### src/rtl/dzs_pkg.sv
package dzs_pkg;

  typedef enum logic [1:0] {
    FLT_NONE   = 2'b00,
    FLT_OPEN   = 2'b01,
    FLT_SHORT  = 2'b10,
    FLT_DOUBLE = 2'b11
  } flt_e;

  typedef struct packed {
    logic dir;
    flt_e flt;
    logic dual;
    logic oneway;
  } seq_cfg_t;

  localparam seq_cfg_t CFG_RESET = '{dir: 1'b0, flt: FLT_NONE, dual: 1'b0, oneway: 1'b0};

endpackage

### src/rtl/dzs_cfg_latch.sv
module dzs_cfg_latch
  import dzs_pkg::*;
(
  input  logic     clk,
  input  logic     rst_n,
  input  logic     strobe,
  input  seq_cfg_t cfg_in,
  output seq_cfg_t cfg_q
);

  always_ff @(posedge clk or negedge rst_n) begin
    if (!rst_n)      cfg_q <= CFG_RESET;
    else if (strobe) cfg_q <= cfg_in;
  end


  cfg_hold_chk: assert property (@(posedge clk) disable iff (!rst_n)
    !strobe |=> $stable(cfg_q));


  cfg_take_chk: assert property (@(posedge clk) disable iff (!rst_n)
    strobe |=> (cfg_q == $past(cfg_in)));

endmodule

### src/rtl/dzs_rotator.sv
module dzs_rotator #(
  parameter int unsigned NPH = 3
) (
  input  logic           clk,
  input  logic           rst_n,
  input  logic           dir,
  input  logic [NPH-1:0] in_hi,
  input  logic [NPH-1:0] in_lo,
  output logic [NPH-1:0] out_hi,
  output logic [NPH-1:0] out_lo
);

  localparam int unsigned STEP_FWD = 1;
  localparam int unsigned STEP_REV = NPH - 1;

  for (genvar i = 0; i < NPH; i++) begin : g_ph
    localparam int unsigned SRC_FWD = (i + STEP_FWD) % NPH;
    localparam int unsigned SRC_REV = (i + STEP_REV) % NPH;
    assign out_hi[i] = dir ? in_hi[SRC_REV] : in_hi[SRC_FWD];
    assign out_lo[i] = dir ? in_lo[SRC_REV] : in_lo[SRC_FWD];
  end


  rot_count_chk: assert property (@(posedge clk) disable iff (!rst_n)
    $countones(out_hi) == $countones(in_hi));


  rot_short_chk: assert property (@(posedge clk) disable iff (!rst_n)
    (|(out_hi & out_lo)) == (|(in_hi & in_lo)));

endmodule

### src/rtl/dzs_fault_clamp.sv
module dzs_fault_clamp
  import dzs_pkg::*;
#(
  parameter int unsigned NPH = 3
) (
  input  logic           clk,
  input  logic           rst_n,
  input  flt_e           flt,
  input  logic           dual,
  input  logic [NPH-1:0] rot_hi,
  input  logic [NPH-1:0] rot_lo,
  output logic [NPH-1:0] b2_hi,
  output logic [NPH-1:0] b2_lo,
  output logic           clamp_on
);

  localparam int unsigned LEG_A = NPH - 1;
  localparam logic [NPH-1:0] LEG_A_MASK = {1'b1, {(NPH-1){1'b0}}};

  flt_e eff_flt;

  always_comb begin
    eff_flt = flt;
    if (flt == FLT_DOUBLE && !dual) eff_flt = FLT_OPEN;
  end

  always_comb begin
    b2_hi = rot_hi;
    b2_lo = rot_lo;
    unique case (eff_flt)
      FLT_NONE:   begin b2_hi = rot_hi;      b2_lo = rot_lo;      end
      FLT_OPEN:   begin b2_hi = '0;          b2_lo = '1;          end
      FLT_SHORT:  begin b2_hi = '1;          b2_lo = '0;          end
      FLT_DOUBLE: begin b2_hi = LEG_A_MASK;  b2_lo = LEG_A_MASK;  end
      default:    begin b2_hi = '0;          b2_lo = '1;          end
    endcase
  end

  assign clamp_on = (eff_flt != FLT_NONE);


  open_clamp_chk: assert property (@(posedge clk) disable iff (!rst_n)
    (flt == FLT_OPEN) |-> (b2_hi == '0 && b2_lo == '1));


  short_clamp_chk: assert property (@(posedge clk) disable iff (!rst_n)
    (flt == FLT_SHORT) |-> (b2_hi == '1 && b2_lo == '0));


  dbl_leg_chk: assert property (@(posedge clk) disable iff (!rst_n)
    (flt == FLT_DOUBLE && dual) |-> (b2_hi[LEG_A] && b2_lo[LEG_A] && $countones(b2_hi) == 1));

endmodule

### src/rtl/dzs_src_gate.sv
module dzs_src_gate #(
  parameter int unsigned NPH = 3
) (
  input  logic           clk,
  input  logic           rst_n,
  input  logic [NPH-1:0] b1_hi,
  input  logic [NPH-1:0] b1_lo,
  input  logic [NPH-1:0] b2_hi,
  input  logic [NPH-1:0] b2_lo,
  input  logic           dual,
  input  logic           oneway,
  output logic           src1,
  output logic           src2
);

  function automatic logic leg_shorted(input logic [NPH-1:0] hi, input logic [NPH-1:0] lo);
    return |(hi & lo);
  endfunction

  logic st_b1, st_b2;
  assign st_b1 = leg_shorted(b1_hi, b1_lo);
  assign st_b2 = leg_shorted(b2_hi, b2_lo);

  always_comb begin
    if (oneway) begin
      src1 = 1'b0;
      src2 = 1'b0;
    end else if (dual) begin
      src1 = !st_b1;
      src2 = !st_b2;
    end else begin
      src1 = !(st_b1 || st_b2);
      src2 = 1'b0;
    end
  end


  src1_st_chk: assert property (@(posedge clk) disable iff (!rst_n)
    (|(b1_hi & b1_lo)) |-> !src1);


  oneway_chk: assert property (@(posedge clk) disable iff (!rst_n)
    oneway |-> (!src1 && !src2));


  src2_single_chk: assert property (@(posedge clk) disable iff (!rst_n)
    !dual |-> !src2);

endmodule

### src/rtl/dzs_gate_seq.sv
module dzs_gate_seq
  import dzs_pkg::*;
#(
  parameter int unsigned NPH = 3
) (
  input  logic           clk,
  input  logic           rst_n,
  input  logic           period_strobe,
  input  logic [NPH-1:0] b1_hi,
  input  logic [NPH-1:0] b1_lo,
  input  logic           dir_sel,
  input  logic [1:0]     fault_code,
  input  logic           dual_src,
  input  logic           one_way,
  output logic [NPH-1:0] b2_hi,
  output logic [NPH-1:0] b2_lo,
  output logic           src1_gate,
  output logic           src2_gate
);

  seq_cfg_t cfg_in, cfg_q;
  logic [NPH-1:0] rot_hi, rot_lo;
  logic clamp_on;

  assign cfg_in = '{dir: dir_sel, flt: flt_e'(fault_code), dual: dual_src, oneway: one_way};

  dzs_cfg_latch u_cfg (
    .clk(clk), .rst_n(rst_n), .strobe(period_strobe),
    .cfg_in(cfg_in), .cfg_q(cfg_q)
  );

  dzs_rotator #(.NPH(NPH)) u_rot (
    .clk(clk), .rst_n(rst_n), .dir(cfg_q.dir),
    .in_hi(b1_hi), .in_lo(b1_lo), .out_hi(rot_hi), .out_lo(rot_lo)
  );

  dzs_fault_clamp #(.NPH(NPH)) u_clamp (
    .clk(clk), .rst_n(rst_n), .flt(cfg_q.flt), .dual(cfg_q.dual),
    .rot_hi(rot_hi), .rot_lo(rot_lo), .b2_hi(b2_hi), .b2_lo(b2_lo),
    .clamp_on(clamp_on)
  );

  dzs_src_gate #(.NPH(NPH)) u_src (
    .clk(clk), .rst_n(rst_n),
    .b1_hi(b1_hi), .b1_lo(b1_lo), .b2_hi(b2_hi), .b2_lo(b2_lo),
    .dual(cfg_q.dual), .oneway(cfg_q.oneway),
    .src1(src1_gate), .src2(src2_gate)
  );


  null_pair_chk: assert property (@(posedge clk) disable iff (!rst_n)
    (!clamp_on && b1_hi == '1 && b1_lo == '0) |-> !(b2_hi == '0 && b2_lo == '1));


  st_align_chk: assert property (@(posedge clk) disable iff (!rst_n)
    !clamp_on |-> ((|(b1_hi & b1_lo)) == (|(b2_hi & b2_lo))));


  cm_zero_chk: assert property (@(posedge clk) disable iff (!rst_n)
    !clamp_on |-> ($countones(b1_hi) == $countones(b2_hi)));

endmodule

### config.mk
export PLATFORM = sky130hd
export DESIGN_NAME = dzs_gate_seq
export DESIGN_NICKNAME = d
export VERILOG_FILES = /design/src/rtl/dzs_pkg.sv /design/src/rtl/dzs_cfg_latch.sv /design/src/rtl/dzs_rotator.sv /design/src/rtl/dzs_fault_clamp.sv /design/src/rtl/dzs_src_gate.sv /design/src/rtl/dzs_gate_seq.sv
export SDC_FILE = /design/constraint.sdc
export NUM_CORES = 1
export LEC_CHECK = 0
export ABC_CLOCK_PERIOD_IN_PS = 3800
export BUFFER_PORTS_ARGS = -buffer_cell sky130_fd_sc_hd__buf_2
export CAP_MARGIN = 20
export CORE_AREA = 2 2 39 41
export DETAILED_ROUTE_END_ITERATION = 16
export DIE_AREA = 0 0 41 43
export PLACE_DENSITY = 0.53
export SYNTH_ARGS = -nofsm -noshare
export SYNTH_HDL_FRONTEND = slang
export SYNTH_HIERARCHICAL = 1
export SYNTH_SLANG_ARGS = --single-unit
### constraint.sdc
create_clock -name clk -period 3.8 [get_ports clk]
set_input_delay 0.38 -clock clk [delete_from_list [all_inputs] [get_ports clk]]
set_output_delay 0.38 -clock clk [all_outputs]
set_load 0.02 [all_outputs]
; ---- After elaboration in Yosys (flattened, before gate mapping)
; Cells that the tools add are included.
[totals]
input_bits = 14
output_inout_bits = 8
register_bits = 5
word_cells = 32
[classes]
n_eq_ne = 4
bitwise_logic = 2
reduce_logical = 9
n_mux = 13
[ops]
columns = operator, n
row1 = 3-bit case mux with 4 select lines, 2
row2 = 1-bit two-way mux, 10
row3 = 3-bit AND, 2
row4 = "2-bit equality test, second input constant", 3
row5 = 3-bit OR reduction, 2
row6 = 1-bit zero test, 4
row7 = "2-bit by 1-bit equality test with 1-bit output, second input constant", 1
row8 = 2-bit zero test, 1
row9 = 2-bit two-way mux, 1
row10 = 1-bit logical AND, 1
row11 = 1-bit logical OR, 1

; ---- Logic depth before layout (Yosys ltp)
[logic_depth]
word_depth = 11
ltp_mapped = 6
ltp_nobuf = 5

; ---- Hierarchy
; Netlist, hierarchy kept.
[by_module_without_submodules]
columns = mod, area_each_um2, n_inst, cells_per_inst, seq_area_each_um2
row1 = dzs_cfg_latch, 181.4, 1, 10, 125.1
row2 = dzs_rotator, 101.3, 1, 7, 0.0
row3 = dzs_fault_clamp, 68.8, 1, 13, 0.0
row4 = dzs_src_gate, 41.3, 1, 5, 0.0

; ---- Worst setup path before layout
; Ideal clock, no wire load.
[synth_timing]
path_type = register to output
from = reg u_cfg/cfg_q[4] (netlist name)
to = out src1_gate
n_path_buf = 1
path_stages_with_launch = 7
t_arrival_ps = 1797
required_ps = 3420
path_slack_ps = 1623
cell_sequence = dfrtp_1 > buf_6 > mux2_4 > inv_1 > o21ai_0 > a222oi_1 > o211a_1
[synth_via]
elab_chain_cells = 8
word_cells_on_any_way = 14
cone_classes = 10 x mux / 1 x bitwise / 3 x reduce/logical
[synth_lines]
columns = item, line_no
row1 = 1-bit two-way mux, dzs_rotator.sv:20  ; assign out_lo[i] = dir ? in_lo[SRC_REV] : in_lo[SRC_FWD];
row2 = net rot_lo[1], dzs_gate_seq.sv:22  ; logic [NPH-1:0] rot_hi, rot_lo;
row3 = 3-bit case mux with 4 select lines, dzs_fault_clamp.sv:30  ; unique case (eff_flt)
row4 = net b2_lo[1], dzs_gate_seq.sv:16  ; output logic [NPH-1:0] b2_lo,
row5 = 3-bit AND, dzs_src_gate.sv:17  ; return |(hi & lo);
row6 = 3-bit OR reduction, dzs_src_gate.sv:17
row7 = 1-bit logical OR, dzs_src_gate.sv:32  ; src1 = !(st_b1 || st_b2);
row8 = 1-bit zero test, dzs_src_gate.sv:32
row9 = 1-bit two-way mux, dzs_src_gate.sv:28  ; end else if (dual) begin
row10 = 1-bit two-way mux, dzs_src_gate.sv:25  ; if (oneway) begin
row11 = to (decl), dzs_gate_seq.sv:17  ; output logic src1_gate,
; The timed path passes the listed nets, and every way through them passes these cells.

; ---- Worst setup path after layout
[layout_timing]
from = reg u_cfg/cfg_q[4] (netlist name)
to = out src2_gate
[layout_via]
elab_chain_cells = 7
word_cells_on_any_way = 13
cone_classes = 10 x mux / 1 x bitwise / 2 x reduce/logical
[layout_lines]
columns = item, line_no
row1 = 1-bit two-way mux, dzs_rotator.sv:20
row2 = net rot_lo[2], dzs_gate_seq.sv:22
row3 = 3-bit case mux with 4 select lines, dzs_fault_clamp.sv:30
row4 = 3-bit AND, dzs_src_gate.sv:17
row5 = 3-bit OR reduction, dzs_src_gate.sv:17
row6 = 1-bit zero test, dzs_src_gate.sv:30  ; src2 = !st_b2;
row7 = 1-bit two-way mux, dzs_src_gate.sv:28
row8 = 1-bit two-way mux, dzs_src_gate.sv:25
row9 = to (decl), dzs_gate_seq.sv:18  ; output logic src2_gate
; The timed path passes the listed nets, and every way through them passes these cells.

==> results.py <==
metrics = {
    "die": {
        "io_pins": 22,
        "start_util": 0.279,
        "die_x_um": 41,
        "fp-row-count": 14,
        "die_height_um": 43,
        "dieArea_sq_um": 1760,
        "coreArea_sq_um": 1380,
    },
    "grt": {
        "grt_overflow": 0,
        "grtUsageTotal": 0.122,
        "antenna_found_initial": 0,
        "grt_pass1_wl_um": 1480,
        "grt_max_degree": 9,
        "grt_pass1_vias": 374,
    },
    "timing": {
        "fin_worst_skew_ns": 0,
        "fmaxAchievable_ghz": 0.417,
        "fin_crit_ns": 2.40,
        "worst_slack_ns": 1.40,
        "whs_ns": 0.375,
        "relSlewSlack": 0.766,
        "tightest_slew_ns": 0.350,
        "tns_ns": 0,
        "fin_crit_sh": 0.631,
        "slew_viol_final": 0,
        "finalSetupViolCount": 0,
        "rsz0062_at_grt": "no",
        "finalHoldViolations": 0,
    },
    "outcome": {
        "status": "complete, no violations",
    },
    "layout": {
        "n_antenna_cell": 0,
        "syn_to_final_growth_pct": 38.8,
        "utilization": 0.388,
        "fill_cells": 149,
        "nets": 74,
        "drive_above_1_share": 0.610,
        "top_register": "u_cfg/cfg_q",
        "final_cell_area_sq_um": 537,
        "reg_top3": "u_cfg/cfg_q: 5 flops",
        "largest_reg_flops": 5,
        "final_cells": 75,
    },
    "synth": {
        "netlist_area_sq_um": 387,
        "synth_cells": 34,
        "syn-num-nets": 48,
        "avgSynthCellArea_sq_um": 11.4,
        "yosys_warnings": 6,
    },
    "clock_tree": {
        "cts_buffer_depth": 2,
        "numCtsBuffers": 3,
        "worstSkewPairLatency_ns": 0.23,
        "htreeDepth": 1,
        "cts_setup_buffers": 0,
        "path_clk_slew_ns": 0.04,
        "clock_sinks": 5,
        "clock-root-buffer": "clkbuf_4",
        "cts_tree": "done",
    },
    "hold_path": {
        "hp-start": "one_way",
        "min_to": "u_cfg/cfg_q[0]",
        "min_path_cells": 2,
        "hold_path.class": "input port to flip-flop",
    },
    "drt": {
        "viasPerCell": 4.95,
        "drtIter0Drc": 5,
        "wl_um": 882,
        "wl_per_cell_um": 11.8,
        "vias": 371,
        "drtPass1Iterations": 4,
        "route.detailed.drc": 0,
        "ant_nets": 0,
    },
    "power_and_ir_drop": {
        "p_per_area_nw_per_um2": 372,
        "p_leak_nw": 0.297,
        "total_power_mw": 0.200,
        "ir_drop_v": 0.000192,
    },
    "place": {
        "dpl-instance-area_sq_um": 500,
        "placement.io_buffers": 21,
        "gp_congestion": 0.584,
        "hpwl_um": 742,
        "pre_cts_ws_ns": 1.65,
        "dp_cells": 70,
    },
    "worst_setup_path": {
        "cp.arrival_ns": 2.02,
        "critPathRequiredTime_ns": 3.42,
        "reg2reg_depth": 1,
        "path_class": "flip-flop to output port",
        "r2r-end": "u_cfg/cfg_q[4]",
        "ff2ff_setup_slack_ns": 2.87,
        "start_kind": "flip-flop",
        "end_kind": "output port",
        "r2r-start": "u_cfg/cfg_q[4]",
        "cp_max_fo": 7,
    },
    "flow_run": {
        "maxCapViolCount": 0,
    },
}
## critical path, stage by stage (launching register included)
cell      delay (ns)
dfrtp_1         0.54
mux2_4          0.34
a21o_2          0.22
a222oi_1        0.33
and3b_1         0.20
buf_2           0.15
## worst max-delay path by stage
stage                   startpoint         to  slack [ns]  depth (start not counted)
floorplan           u_cfg/cfg_q[4]  src1_gate        1.62                          6
global placement    u_cfg/cfg_q[4]  src2_gate        1.67                          5
global route        u_cfg/cfg_q[4]  src2_gate        1.31                          6
detailed placement  u_cfg/cfg_q[4]  src2_gate        1.65                          5
CTS                 u_cfg/cfg_q[4]  src2_gate        1.39                          5
finish              u_cfg/cfg_q[4]  src2_gate        1.40                          5
## power breakdown
group	leakage, nW	internal [mW]	switching [mW]
Clock	0.0150	0.0395	0.0191
Combinational	0.223	0.0374	0.0360
Sequential	0.0585	0.0588	0.00880
Total	0.297	0.136	0.0639
## layout make-up
class	instances	area, sq um	share of cell area
Multi-Input combinational cell	25	239	0.445
Inverter	3	11.3	0.0210
Clock buffer	4	26.3	0.0490
Sequential cell	5	125	0.233
Tap cell	16	20.0	0.0373
Timing Repair Buffer	22	115	0.214
## timing repair
action | in CTS | in global routing
gates resized for setup | 0 | 0
hold endpoints to repair | 5 | 0
setup endpoints to repair | 0 | 0
hold buffers | 1 | 0
## layout by cell type, fill, tap and decap left out, drive strengths merged, types with 2 or more instances in the layout
cell / n
mux2: 11
o21ai: 2
buf: 21
inv: 3
clkbuf: 4
nor2: 4
dfrtp: 5
## metal layers
metal	vias to the layer above	track usage	wire length (um)
met5	-	0	0
met4	0	0.0400	0
met3	0	0.0314	117
met2	25	0.194	411
met1	170	0.154	353
li1	176	-	-
No activity file was read; power rests on OpenSTA's default activity.
